### config.mk
export PLATFORM = sky130hd
export DESIGN_NAME = lgm_top
export DESIGN_NICKNAME = d
export VERILOG_FILES = /design/src/rtl/lgm_pkg.sv /design/src/rtl/lgm_regs.sv /design/src/rtl/lgm_unlock.sv /design/src/rtl/lgm_xlate.sv /design/src/rtl/lgm_top.sv
export SDC_FILE = /design/constraint.sdc
export NUM_CORES = 1
export LEC_CHECK = 0
export CORE_ASPECT_RATIO = 1.2
export CORE_MARGIN = 5
export CORE_UTILIZATION = 48
export CTS_CLUSTER_DIAMETER = 150
export CTS_CLUSTER_SIZE = 14
export DETAILED_ROUTE_END_ITERATION = 10
export PLACE_DENSITY = 0.88
export SETUP_SLACK_MARGIN = 0.15
export SLEW_MARGIN = 5
export SYNTH_ARGS = -nofsm -noshare
export SYNTH_HDL_FRONTEND = slang
export SYNTH_SLANG_ARGS = --single-unit
### constraint.sdc
create_clock -name clk -period 2.7 [get_ports clk]
set_input_delay 0.405 -clock clk [delete_from_list [all_inputs] [get_ports clk]]
set_output_delay 0.405 -clock clk [all_outputs]
set_load 0.1 [all_outputs]
### src/rtl/lgm_pkg.sv
package lgm_pkg;
   typedef enum logic [1:0] {
      SEL_BASE = 2'd0,
      SEL_BANK = 2'd1,
      SEL_MASK = 2'd2,
      SEL_NONE = 2'd3
   } reg_sel_e;

   localparam int WIN_OFF_W = 14;

   function automatic reg_sel_e decode_sel(input logic [2:0] top3);
      case (top3)
         3'b000:  return SEL_BASE;
         3'b001:  return SEL_BANK;
         3'b010:  return SEL_MASK;
         default: return SEL_NONE;
      endcase
   endfunction
endpackage

### src/rtl/lgm_regs.sv
module lgm_regs
   import lgm_pkg::*;
#(
   parameter int BANK_W = 8
)(
   input  logic              clk,
   input  logic              rst_n,
   input  logic              wr_en,
   input  reg_sel_e          wr_sel,
   input  logic [BANK_W-1:0] wr_data,
   output logic [BANK_W-1:0] base_q,
   output logic [BANK_W-1:0] mask_q,
   output logic [BANK_W-1:0] bank_q
);
   localparam logic [BANK_W-1:0] BANK_RST = BANK_W'(1);

   logic gate_open;
   assign gate_open = bank_q[5] & bank_q[4];

   always_ff @(posedge clk or negedge rst_n) begin
      if (!rst_n) begin
         base_q <= '0;
         mask_q <= '0;
         bank_q <= BANK_RST;
      end else if (wr_en) begin
         case (wr_sel)
            SEL_BASE: if (gate_open) base_q <= wr_data;
            SEL_MASK: if (gate_open) mask_q <= wr_data;
            SEL_BANK: bank_q <= (wr_data == '0) ? BANK_RST : wr_data;
            default: ;
         endcase
      end
   end
endmodule

### src/rtl/lgm_unlock.sv
module lgm_unlock #(
   parameter int UNLOCK_AT = 48
)(
   input  logic clk,
   input  logic rst_n,
   input  logic rom_acc,
   output logic unlocked_q,
   output logic unlocked_now,
   output logic [$clog2(UNLOCK_AT+1)-1:0] cnt_q
);
   localparam int CNT_W = $clog2(UNLOCK_AT+1);
   localparam logic [CNT_W-1:0] LIMIT = CNT_W'(UNLOCK_AT);

   logic at_limit;
   assign at_limit     = (cnt_q == LIMIT);
   assign unlocked_now = unlocked_q | (rom_acc & at_limit);

   always_ff @(posedge clk or negedge rst_n) begin
      if (!rst_n) begin
         cnt_q      <= '0;
         unlocked_q <= 1'b0;
      end else if (rom_acc) begin
         if (at_limit) unlocked_q <= 1'b1;
         else          cnt_q      <= cnt_q + 1'b1;
      end
   end
endmodule

### src/rtl/lgm_xlate.sv
module lgm_xlate
   import lgm_pkg::*;
#(
   parameter int BANK_W       = 8,
   parameter bit HDR_SCRAMBLE = 1'b1
)(
   input  logic [15:0]                  cpu_addr,
   input  logic [BANK_W-1:0]            base_q,
   input  logic [BANK_W-1:0]            mask_q,
   input  logic [BANK_W-1:0]            bank_q,
   input  logic                         unlocked,
   output logic [BANK_W+WIN_OFF_W-1:0]  rom_addr
);
   localparam logic [BANK_W-1:0] LOW_LATCH = '0;

   logic [BANK_W-1:0] hi_bank, lo_bank;
   logic [15:0]       ovr, lo_addr;

   assign hi_bank = (base_q & mask_q) | (bank_q    & ~mask_q);
   assign lo_bank = (base_q & mask_q) | (LOW_LATCH & ~mask_q);

   always_comb begin
      ovr = cpu_addr;
      if (!unlocked) ovr[7] = 1'b1;
   end

   generate
      if (HDR_SCRAMBLE) begin : g_scr
         logic        in_hdr;
         logic [15:0] perm;
         assign in_hdr  = (ovr[15:8] == 8'h01);
         assign perm    = {ovr[15:7], cpu_addr[0], ovr[5], cpu_addr[1],
                           ovr[3:2], cpu_addr[4], cpu_addr[6]};
         assign lo_addr = in_hdr ? perm : ovr;
      end else begin : g_plain
         assign lo_addr = ovr;
      end
   endgenerate

   assign rom_addr = cpu_addr[14] ? {hi_bank, cpu_addr[WIN_OFF_W-1:0]}
                                  : {lo_bank, lo_addr[WIN_OFF_W-1:0]};
endmodule

### src/rtl/lgm_top.sv
module lgm_top
   import lgm_pkg::*;
#(
   parameter int BANK_W       = 8,
   parameter int UNLOCK_AT    = 48,
   parameter bit HDR_SCRAMBLE = 1'b1
)(
   input  logic                        clk,
   input  logic                        rst_n,
   input  logic [15:0]                 cpu_addr,
   input  logic [7:0]                  cpu_data,
   input  logic                        cpu_wr,
   input  logic                        rom_acc,
   output logic [BANK_W+WIN_OFF_W-1:0] rom_addr,
   output logic [7:0]                  ram_rd_data
);
   localparam int CNT_W = $clog2(UNLOCK_AT+1);

   generate
      if (BANK_W < 6 || BANK_W > 8) begin : g_bad_bank_w
         $error("lgm_top: BANK_W must be 6..8");
      end
      if (UNLOCK_AT < 1) begin : g_bad_unlock
         $error("lgm_top: UNLOCK_AT must be positive");
      end
   endgenerate

   logic [BANK_W-1:0] base_q, mask_q, bank_q;
   logic              unlocked_q, unlocked_now;
   logic [CNT_W-1:0]  cnt_q;
   reg_sel_e          sel;

   assign sel         = decode_sel(cpu_addr[15:13]);
   assign ram_rd_data = 8'hFF;

   lgm_regs #(.BANK_W(BANK_W)) u_regs (
      .clk(clk), .rst_n(rst_n), .wr_en(cpu_wr), .wr_sel(sel),
      .wr_data(cpu_data[BANK_W-1:0]),
      .base_q(base_q), .mask_q(mask_q), .bank_q(bank_q)
   );

   lgm_unlock #(.UNLOCK_AT(UNLOCK_AT)) u_unlock (
      .clk(clk), .rst_n(rst_n), .rom_acc(rom_acc),
      .unlocked_q(unlocked_q), .unlocked_now(unlocked_now), .cnt_q(cnt_q)
   );

   lgm_xlate #(.BANK_W(BANK_W), .HDR_SCRAMBLE(HDR_SCRAMBLE)) u_xlate (
      .cpu_addr(cpu_addr), .base_q(base_q), .mask_q(mask_q), .bank_q(bank_q),
      .unlocked(unlocked_now), .rom_addr(rom_addr)
   );
endmodule

# Word-level counts from Yosys, hierarchy flattened
# Index checks and enable logic that the tools add are counted.
# word_totals
reg_bits	31
output_inout_bits	30
elab_cells	33
# op_classes
addsub	1
n_eq_ne	6
n_mux	5
n_bitwise	8
n_reduce_logical	8
# op_table
op	count
2-to-1 mux 22 bit	1
AND 8 bit	2
equality test 8 x 1 -> 1 bit (second input constant)	1
zero test 8 bit	1
2-to-1 mux 8 bit	1
inverter 8 bit	1
OR 8 bit	1
2-to-1 mux 7 bit	1
adder 6 x 1 -> 6 bit (second input constant)	1
equality test 6 bit (second input constant)	1
case mux 2 bit (3 select lines)	1
AND reduction 2 bit	3
AND reduction 3 bit	2
equality test 3 x 1 -> 1 bit (second input constant)	1
equality test 3 x 2 -> 1 bit (second input constant)	1
zero test 3 bit	1
AND 1 bit	2
equality test 2 x 1 -> 1 bit (second input constant)	1
equality test 2 bit (second input constant)	1
zero test 2 bit	1
2-to-1 mux 1 bit	1
inverter 1 bit	1
OR 1 bit	1

# Longest topological paths before layout
# Gate-level depths: netlist (run 1).
# depth
word_depth	5
mapped_depth	5
ltp_nobuf	5

# Cells and area by module
# From an unflattened synthesis (run 1), not the netlist that was laid out.
# unflattened
hier_cells	140
area_unflattened_um2	1629.1
# modules_own_cells
module	instances	cells_each	area_each_um2
lgm_regs	1	57	937.1
lgm_unlock	1	30	347.8
lgm_xlate	1	42	267.8
lgm_top	1	11	76.3

# Worst setup path before layout (run 1)
# Ideal clock, no wire load.
# synth_path
path_type	register to output
from	register u_unlock.cnt_q[0]
to	output rom_addr[7]
arrival_time_ps	3084
t_required_ps	2295
slack_ps	-789
stages_incl_launch_ff	6
n_path_buf	0
cell_sequence	dfrtp_1 inv_1 ha_1 or3b_2 nor3_1 o31ai_1
# synth_via
elab_chain_cells	5
# synth_lines
item	line_no	source
start, declared	lgm_unlock.sv:9	output logic [$clog2(UNLOCK_AT+1)-1:0] cnt_q
start signal, assigned	lgm_unlock.sv:24	else cnt_q <= cnt_q + 1'b1;
equality test 6 bit	lgm_unlock.sv:15	assign at_limit = (cnt_q == LIMIT);
AND 1 bit	lgm_unlock.sv:16	assign unlocked_now = unlocked_q | (rom_acc & at_limit);
OR 1 bit	lgm_unlock.sv:16	
2-to-1 mux 1 bit	lgm_xlate.sv:24	if (!unlocked) ovr[7] = 1'b1;
2-to-1 mux 22 bit	lgm_xlate.sv:40	assign rom_addr = cpu_addr[14] ? {hi_bank, cpu_addr[WIN_OFF_W-1:0]}
end, declared	lgm_top.sv:14	output logic [BANK_W+WIN_OFF_W-1:0] rom_addr,
# No other way between the ends.

# Worst setup path in the final report (run 1)
# Ends and elaborated chain as after synthesis.

==> summary.md, run 1 <==
| Metric | Value |
|---|---|
| Dpl cell area | between 2000 and 2500 µm² |
| Slowest cell on the critical path | or3b_2 |
| Hold WS | 0.486 ns |
| Crit. End Element | output port |
| Worst-margin pin slew | between 0.6 and 0.7 ns |
| Fin worst setup slack | 0.362 ns |
| Hold/Removal Path Class | flop to flop |
| Fillers | roughly 250 |
| Initial antenna violation count | 0 |
| Tmin final | 2.34 ns |
| Final wirelength | ~3.5 mm |
| Leak | around 1.0 nW |
| Worst slack, placed | between 0.3 and 0.4 ns |
| RSZ-0062 raised after global routing | no |
| Synth Area per Inst | 11.6 µm² |
| Async SR Flop Fraction | 100% |
| Detailed placement HPWL | between 2 and 3 mm |
| Worst endpoint data arrival time | 1.93 ns |
| Final setup violation count | 0 |
| CTS sink cnt | 31 |
| Number of flops mapped to enable cells by yosys | 0 |
| Starting DRC count in detailed routing | 15 |
| Critical setup path kind | flop to output port |
| Area growth, synth to finish | 38.0% |
| Required time worst endpoint | 2.30 ns |
| Total gr overflow | 0 |
| Largest net degree at the start of global routing | 32 |
| Setup TNS | 0 ns |
| Routed vias | 1,128 |
| Setup Skew | between 0.005 and 0.006 ns |
| Worst setup SP type | flop |
| Worst slew margin | between 50% and 60% |
| Number of global-route vias before repair | 1,239 |
| R2r setup slk | 0.85 ns |
| Critical Path Fanout Max | 4 |
| Diodes inserted | 0 |
| Core ar. | about 3300 µm² |
| Top Ports | 58 |
| Clock slew at reported path FFs | 0.06 ns |
| DRT Pass-1 Iters | 4 |
| Die Y | 73.8 µm |
| CTS tree | yes |
| Ys flop type | dfrtp_1 |
| Hold Vio Cnt, Final | 0 |
| Synth Warn # | 0 |
| Post-layout util | a little under 70% |
| Design area | about 2200 µm² |
| Post-CTS Setup Bufs | 0 |
| Mapped Cells | 141 |
| Layout cells sized above 1 | around 36% |
| Mapped cell area | 1630 µm² |
| Outcome | completed |
| # Max-Cap Violations | 0 |
| Post-Layout Cell Count | between 200 and 250 |
| Post-synth top area share | 46.0% |
| Final #Nets | roughly 210 |
| Fmax | ~430 MHz |
| H-tree levels | 2 |
| Remaining DRCs | 0 |
| Yosys reg bits | 31 |
| CTS buffer count | 5 |
| Initial core utilization | between 40% and 50% |
| Max-slew violations | 0 |
| Die area | between 4000 and 5000 µm² |
| Resized Gates After CTS | 0 |
| Avg WL per Cell | 15.8 µm |
| Routability cong. | slightly above 0.7 |
| Routed Antenna Nets | 0 |
| Total Power | just under 2 mW |
| Vias per cell | 5.13 |
| First-pass GRT wire length | ~6.1 mm |
| Die width | 63.2 µm |
| CP Cell Sequence | inv_1 > ha_1 > or3b_2 > nor3_1 > o31ai_2 > buf_12 |
| Port Buffers | 43 |
| Synth area leaders | dfrtp_1 46%, mux2_2 13%, buf_4 8.3% |
| Worst VDD drop | roughly 530 µV |
| Pwr dens | approximately 880 nW/µm² |
| Area leader, netlist | dfrtp_1 |
| CTS Root Cell | clkbuf_8 |
| Sequential area share after synthesis | 47.7% |
| Site Rows | 23 |
| Crit-path max cell delay | about 0.47 ns |
| Clk buf depth | 2 |
| Hold_buf cts | 0 |
| Aggregate global-route resource usage | between 10% and 20% |
| Clock latency on the worst-skew pair | around 0.28 ns |
| Number of distinct library cells after synthesis | 31 |
| Placed cells | around 210 |
| Fin crit share | approximately 87% |
[state kept, by name (all words and copies together) (netlist names)]
signal	cells
u_unlock.unlocked_q	1
u_unlock.cnt_q	6
u_regs.base_q	8
u_regs.mask_q	8
u_regs.bank_q	8
[worst paths after layout]
check,to,depth (start not counted),from
worst max-delay path,rom_addr[7],6,u_unlock.cnt_q[0]
worst min-delay path,u_unlock.cnt_q[5],1,u_unlock.cnt_q[5]
worst max register to register,u_unlock.cnt_q[1],5,u_unlock.cnt_q[0]
worst min register to register,u_unlock.cnt_q[5],1,u_unlock.cnt_q[5]
max in group asynchronous,u_regs.bank_q[0],2,rst_n
min in group asynchronous,u_unlock.cnt_q[1],2,rst_n
[cell families after synthesis]
logic type | synth area share, %
buf+inv | 10.2
mux | 21.2
compound gates | 4.60
flops | 47.7
other cells | 0.230
simple gates | 12.4
xor+xnor | 2.15
fa+ha+maj | 1.53
[Yosys cell counts, types with 2 or more instances]
master,count
nor4_1,2
nor2_1,2
xnor2_1,3
buf_4,18
mux2_4,8
o21ai_0,9
a21oi_1,2
nand4_1,2
nand2_1,20
nor3_1,2
inv_1,4
dfrtp_1,30
ha_1,2
nand2_2,2
mux2_2,19
[worst max-delay path: cells and delay by family (launching register included)]
kind	cells	cell delay [ns]
buf+inv	2	0.24
compound gates	1	0.12
simple gates	2	0.72
flops	1	0.42
fa+ha+maj	1	0.13
[routing by layer]
layer  track usage, %  part of all wire [%]
met4             7.62                   1.5
met2             28.6                    53
met3             6.42                   7.5
met1             18.4                    38
met5                0                     0
[cell usage in the layout (no fill, tap or decap), drive strengths merged]
master,count
bufinv,1
o31ai,1
nor2,2
clkinv,1
inv,4
dfstp,1
nor4b,1
nand2,22
nand4,2
or2,1
ha,2
nor3,2
or4,1
buf,23
xor2,1
clkbuf,6
o21ai,10
nor4,3
clkdlybuf4s50,24
a21oi,2
or3b,1
o21bai,1
dfrtp,30
nor4bb,1
xnor2,3
conb,8
mux2,28
nand2b,1
[cell type report]
cell class	count	area (µm²)	area share, %
inverter	4	15.0	0.667
timing repair buffer	47	576	25.6
clock inverter	2	35.0	1.56
multi-input combinational	93	718	31.9
tap	37	46.3	2.06
clock buffer	6	82.6	3.67
sequential	31	777	34.5
[power breakdown]
part           switching (mW)  total, mW  internal, mW  leakage (nW)
Clock                   0.165      0.463         0.298        0.0612
Sequential              0.106      0.709         0.602         0.392
Combinational           0.481      0.800         0.319         0.577
Total                   0.753       1.97          1.22          1.03
Power figures use the tool's default switching activity.
==> run 2: changes to the inputs <==
--- a/config.mk
+++ b/config.mk
@@ -12,6 +12,7 @@
 export CTS_CLUSTER_SIZE = 14
 export DETAILED_ROUTE_END_ITERATION = 10
 export PLACE_DENSITY = 0.88
+export REMOVE_ABC_BUFFERS = 1
 export SETUP_SLACK_MARGIN = 0.15
 export SLEW_MARGIN = 5
 export SYNTH_ARGS = -nofsm -noshare
==> summary.md, run 2 (synthesized netlist as in run 1, its figures left out) <==
| Metric | Value |
|---|---|
| Routability cong. | 0.766 (was 0.716) |
| Most common cell after layout, fill and taps aside | dfrtp_1 (unchanged) |
| Gate power share | 42.4% (was 40.6%) |
| Crit. End Element | output port (unchanged) |
| Fin crit share | 89.1% (was 86.6%) |
| DRT Pass-1 Iters | 4 (unchanged) |
| Required time worst endpoint | 2.30 ns (about the same) |
| Met2 routed WL | 1.96 mm (was 1.83 mm) |
| Number of global-route vias before repair | 1,289 (was 1,239) |
| Setup TNS | 0 ns (unchanged) |
| Fillers | 248 (was 254) |
| Clock latency on the worst-skew pair | 0.28 ns (about the same) |
| Slowest cell on the critical path | clkdlybuf4s50_1 (was or3b_2) |
| H-tree levels | 2 (unchanged) |
| Dpl cell area | 2120 µm² (was 2130 µm²) |
| Setup Skew | 0.00538 ns (was 0.00594 ns) |
| Worst slack, placed | 0.275 ns (was 0.384 ns) |
| Clock group share of total power | 20.5% (was 23.5%) |
| Die width | 63.2 µm (unchanged) |
| Design area | 2220 µm² (was 2250 µm²) |
| Aggregate global-route resource usage | 16.8% (was 16.7%) |
| First-pass GRT wire length | 6.11 mm (was 6.05 mm) |
| Final #Nets | 211 (was 212) |
| Port Buffers | 43 (unchanged) |
| Die area | 4670 µm² (unchanged) |
| Total gr overflow | 0 (unchanged) |
| Crit-path max cell delay | 0.51 ns (was 0.47 ns) |
| Site Rows | 23 (unchanged) |
| Final wirelength | 3.65 mm (was 3.47 mm) |
| Top Ports | 58 (unchanged) |
| Largest net degree at the start of global routing | 17 (was 32) |
| Remaining DRCs | 0 (unchanged) |
| Core ar. | 3310 µm² (unchanged) |
| Diodes inserted | 0 (unchanged) |
| Worst-margin pin slew | 0.699 ns (was 0.610 ns) |
| Layout cells sized above 1 | 35.2% (was 36.1%) |
| Die Y | 73.8 µm (unchanged) |
| CTS sink cnt | 31 (unchanged) |
| Most frequent cells in the layout | 30 x dfrtp_1, 24 x clkdlybuf4s50_1, 20 x nand2_1 (unchanged) |
| Hold_buf cts | 0 (unchanged) |
| Largest delay share family, worst path | buffers and inverters (was simple AND/OR/NAND/NOR gates) |
| Leak | 1.01 nW (was 1.03 nW) |
| Hold/Removal Path Class | flop to flop (unchanged) |
| Final setup violation count | 0 (unchanged) |
| Sw Ratio | 39.3% (was 38.2%) |
| Critical setup path kind | primary input to output port (was flop to output port) |
| Worst setup SP type | primary input (was flop) |
| Tmin final | 2.41 ns (was 2.34 ns) |
| RSZ-0062 raised after global routing | no (unchanged) |
| CTS buffer count | 5 (unchanged) |
| CP Buf/Inv Count | 2 (unchanged) |
| Routed vias | 1,181 (was 1,128) |
| Worst endpoint data arrival time | 2.00 ns (was 1.93 ns) |
| Hold Vio Cnt, Final | 0 (unchanged) |
| Avg WL per Cell | 16.7 µm (was 15.8 µm) |
| Sequential Power Share | 37.1% (was 35.9%) |
| Critical Path Fanout Max | 6 (was 4) |
| P_int | 1.15 mW (was 1.22 mW) |
| Top routing layer in use | met4 (unchanged) |
| Worst slew margin | 53.3% (was 59.0%) |
| Initial antenna violation count | 0 (unchanged) |
| Biggest regs | u_regs.bank_q x8, u_regs.base_q x8, u_regs.mask_q x8 (unchanged) |
| Worst VDD drop | 534 µV (was 528 µV) |
| # Max-Cap Violations | 0 (unchanged) |
| Reg area | 777 µm² (unchanged) |
| Routed Antenna Nets | 0 (unchanged) |
| Met1 WL | 1.33 mm (about the same) |
| WL met3 | 294 µm (was 259 µm) |
| Post-layout util | 67.2% (was 68.0%) |
| Starting DRC count in detailed routing | 17 (was 15) |
| Clk buf depth | 2 (unchanged) |
| Initial core utilization | 49.3% (unchanged) |
| CTS tree | yes (unchanged) |
| Hold WS | 0.468 ns (was 0.486 ns) |
| CTS Root Cell | clkbuf_8 (unchanged) |
| Detailed placement HPWL | 2.79 mm (was 2.74 mm) |
| Pwr dens | 852 nW/µm² (was 877 nW/µm²) |
| Fin worst setup slack | 0.293 ns (was 0.362 ns) |
| Area of the multi-input gates | 718 µm² (unchanged) |
| Area growth, synth to finish | 36.5% (was 38.0%) |
| Vias per cell | 5.39 (was 5.13) |
| CP Cell Sequence | clkdlybuf4s50_1 > nor4b_1 > nand2_1 > mux2_2 > buf_12 (was inv_1 > ha_1 > or3b_2 > nor3_1 > o31ai_2 > buf_12) |
| Max-slew violations | 0 (unchanged) |
| Clock slew at reported path FFs | 0.06 ns (about the same) |
| Switching power | 0.745 mW (was 0.753 mW) |
| Outcome | completed (unchanged) |
| Fmax | 416 MHz (was 428 MHz) |
-- run 2: area by class of cell --
type / count / share of cell area (%)
clock buffer: 8 / 4.50
timing repair buffer: 46 / 25.5
sequential: 31 / 34.9
tap: 37 / 2.08
multi-input combinational: 93 / 32.3
inverter: 4 / 0.675
-- run 2: power by group through the flow --
stage	clock network (mW)	logic, mW	registers [mW]
CTS	0.400	0.809	0.704
global placement	0	0.780	0.701
global route	0.420	0.846	0.720
floorplan	0	0.509	0.684
finish	0.389	0.804	0.703
detailed placement	0	0.802	0.711
-- run 2: path summary, 6_finish.rpt --
path                                    from           endpoint  slack (ns)  cells past startpoint
hold / removal             u_unlock.cnt_q[5]  u_unlock.cnt_q[5]        0.47                      1
max in group asynchronous              rst_n  u_unlock.cnt_q[3]        1.47                      2
setup reg to reg           u_unlock.cnt_q[0]  u_unlock.cnt_q[1]        0.82                      5
hold reg to reg            u_unlock.cnt_q[5]  u_unlock.cnt_q[5]        0.47                      1
min in group asynchronous              rst_n   u_regs.base_q[4]        0.55                      1
setup / recovery                cpu_addr[14]        rom_addr[6]        0.29                      5
-- run 2: timing repair --
item / in CTS / in global routing
endpoints found under the setup margin: 0 / 1
buffers inserted: 0 / 0
gates resized for setup: 0 / 1
-- run 2: worst register-to-register path, stage by stage (launching register included) --
cell	delay, ns
dfrtp_1	0.42
inv_1	0.07
ha_1	0.14
or3b_2	0.49
o21ai_1	0.27
mux2_2	0.37
-- run 2: through the flow --
stage	power (mW)	cells
after floorplan	1.19	128
after global placement	1.48	211
after detailed placement	1.51	211
after CTS	1.91	219
after global routing	1.99	219
final	1.90	219
-- run 2: metal layers --
layer / GRT usage (%) / vias to the layer above
met1: 18.1 / 582
li1: - / 545
met2: 29.8 / 45
met4: 6.93 / 0
met5: 0 / -
met3: 6.12 / 9
==> run 3: changes to the inputs <==
--- a/config.mk
+++ b/config.mk
@@ -12,6 +12,7 @@
 export CTS_CLUSTER_SIZE = 14
 export DETAILED_ROUTE_END_ITERATION = 10
 export PLACE_DENSITY = 0.88
+export RECOVER_POWER = 25
 export REMOVE_ABC_BUFFERS = 1
 export SETUP_SLACK_MARGIN = 0.15
 export SLEW_MARGIN = 5
==> summary.md, run 3 (synthesized netlist as in run 1, its figures left out) <==
| Metric | Value |
|---|---|
| Initial core utilization | 49.3% (unchanged) |
| CTS tree | yes (unchanged) |
| RR Startpoint | u_unlock.cnt_q[0] (unchanged) |
| Starting DRC count in detailed routing | 17 (unchanged) |
| Worst setup SP type | primary input (unchanged) |
| # Max-Cap Violations | 0 (unchanged) |
| Most common cell after layout, fill and taps aside | dfrtp_1 (unchanged) |
| Fmax | 416 MHz (unchanged) |
| Hold Vio Cnt, Final | 0 (unchanged) |
| Fin worst setup slack | 0.293 ns (unchanged) |
| Total gr overflow | 0 (unchanged) |
| Setup Skew | 0.00538 ns (about the same) |
| Site Rows | 23 (unchanged) |
| Reg2Reg Depth | 5 (unchanged) |
| Placed cells | 211 (unchanged) |
| Remaining DRCs | 0 (unchanged) |
| Required time worst endpoint | 2.30 ns (about the same) |
| Port Buffers | 43 (unchanged) |
| Worst endpoint data arrival time | 2.00 ns (about the same) |
| RSZ-0062 raised after global routing | no (unchanged) |
| Worst slack, placed | 0.275 ns (unchanged) |
| CTS buffer count | 5 (unchanged) |
| Die width | 63.2 µm (unchanged) |
| Largest net degree at the start of global routing | 17 (unchanged) |
| Hold/Removal Path Class | flop to flop (unchanged) |
| Most frequent cells in the layout | 30 x dfrtp_1, 22 x clkdlybuf4s50_1, 20 x nand2_1 (was 30 x dfrtp_1, 24 x clkdlybuf4s50_1, 20 x nand2_1) |
| Detailed placement HPWL | 2.79 mm (unchanged) |
| Avg WL per Cell | 16.7 µm (about the same) |
| First-pass GRT wire length | 6.11 mm (unchanged) |
| H-tree levels | 2 (unchanged) |
| Die Y | 73.8 µm (unchanged) |
| Biggest regs | u_regs.bank_q x8, u_regs.base_q x8, u_regs.mask_q x8 (unchanged) |
| Hold WS | 0.468 ns (about the same) |
| Critical Path Fanout Max | 6 (unchanged) |
| Fin crit share | 89.1% (unchanged) |
| Final setup violation count | 0 (unchanged) |
| CP Buf/Inv Count | 2 (unchanged) |
| Diodes inserted | 0 (unchanged) |
| Fillers | 248 (unchanged) |
| Worst VDD drop | 534 µV (about the same) |
| Post-CTS Setup Bufs | 0 (unchanged) |
| Worst slew margin | 52.8% (was 53.3%) |
| Critical setup path kind | primary input to output port (unchanged) |
| Crit. End Element | output port (unchanged) |
| Crit-path max cell delay | 0.51 ns (about the same) |
| Post-layout util | 67.2% (unchanged) |
| Final #Nets | 211 (unchanged) |
| WHS Path Cells | 1 (unchanged) |
| Top Ports | 58 (unchanged) |
| Core ar. | 3310 µm² (unchanged) |
| Total Power | 1.90 mW (about the same) |
| Design area | 2220 µm² (unchanged) |
| Routed Antenna Nets | 0 (unchanged) |
| DRT Pass-1 Iters | 4 (unchanged) |
| Clock slew at reported path FFs | 0.06 ns (about the same) |
| Post-Layout Cell Count | 219 (unchanged) |
| Worst Hold Launch | u_unlock.cnt_q[5] (unchanged) |
| Die area | 4670 µm² (unchanged) |
| Area growth, synth to finish | 36.5% (unchanged) |
| CTS Root Cell | clkbuf_8 (unchanged) |
| Clk buf depth | 2 (unchanged) |
| Reg-to-reg critical path endpoint | u_unlock.cnt_q[1] (unchanged) |
| Number of global-route vias before repair | 1,289 (unchanged) |
| Clock latency on the worst-skew pair | 0.28 ns (about the same) |
| Outcome | completed (unchanged) |
| Aggregate global-route resource usage | 16.8% (unchanged) |
| Pwr dens | 852 nW/µm² (about the same) |
| Leak | 1.01 nW (about the same) |
| Initial antenna violation count | 0 (unchanged) |
| Tmin final | 2.41 ns (unchanged) |
| Routed vias | 1,181 (unchanged) |
| Final wirelength | 3.65 mm (about the same) |
| Hold endpoint | u_unlock.cnt_q[5] (unchanged) |
| CP Cell Sequence | clkdlybuf4s50_1 > nor4b_1 > nand2_1 > mux2_2 > buf_12 (unchanged) |
| Routability cong. | 0.766 (unchanged) |
| Layout cells sized above 1 | 35.2% (unchanged) |
| Setup TNS | 0 ns (unchanged) |
| R2r setup slk | 0.82 ns (about the same) |
| Worst-margin pin slew | 0.706 ns (was 0.699 ns) |
| CTS sink cnt | 31 (unchanged) |
| Slowest cell on the critical path | clkdlybuf4s50_1 (unchanged) |
| Dpl cell area | 2120 µm² (unchanged) |
| Max-slew violations | 0 (unchanged) |
| Largest delay share family, worst path | buffers and inverters (unchanged) |
| Vias per cell | 5.39 (unchanged) |
[run 3: per-layer routing]
layer / vias to the layer above / wire length [µm] / global-route usage [%]
met3: 9 / 294 / 6.12
met5: - / 0 / 0
met2: 45 / 1960 / 29.8
met4: 0 / 63 / 6.93
li1: 545 / - / -
met1: 582 / 1330 / 18.1
[run 3: worst max-delay path by stage]
stage / from / endpoint / cells past startpoint
after CTS: cpu_addr[14] / rom_addr[6] / 5
final: cpu_addr[14] / rom_addr[6] / 5
after global routing: u_unlock.cnt_q[1] / rom_addr[7] / 6
after global placement: cpu_addr[14] / rom_addr[1] / 5
after detailed placement: cpu_addr[14] / rom_addr[6] / 5
after floorplan: u_unlock.cnt_q[0] / rom_addr[7] / 5
[run 3: layout make-up]
| class | count | area (µm²) | area share (%) |
|---|---|---|---|
| Sequential cell | 31 | 777 | 34.9 |
| Multi-Input combinational cell | 93 | 718 | 32.3 |
| Tap cell | 37 | 46.3 | 2.08 |
| Clock buffer | 8 | 100 | 4.50 |
| Timing Repair Buffer | 46 | 568 | 25.5 |
| Inverter | 4 | 15.0 | 0.675 |
[run 3: where the power goes]
part           total, mW  leakage (nW)  switching [mW]  internal [mW]
combinational      0.803         0.571           0.487          0.316
clock              0.389        0.0515           0.157          0.232
sequential         0.703         0.392           0.100          0.602
[run 3: repair_timing]
action,in CTS,in global routing
hold buffers,0,0
endpoints found under the setup margin,0,1
resized for setup,0,1
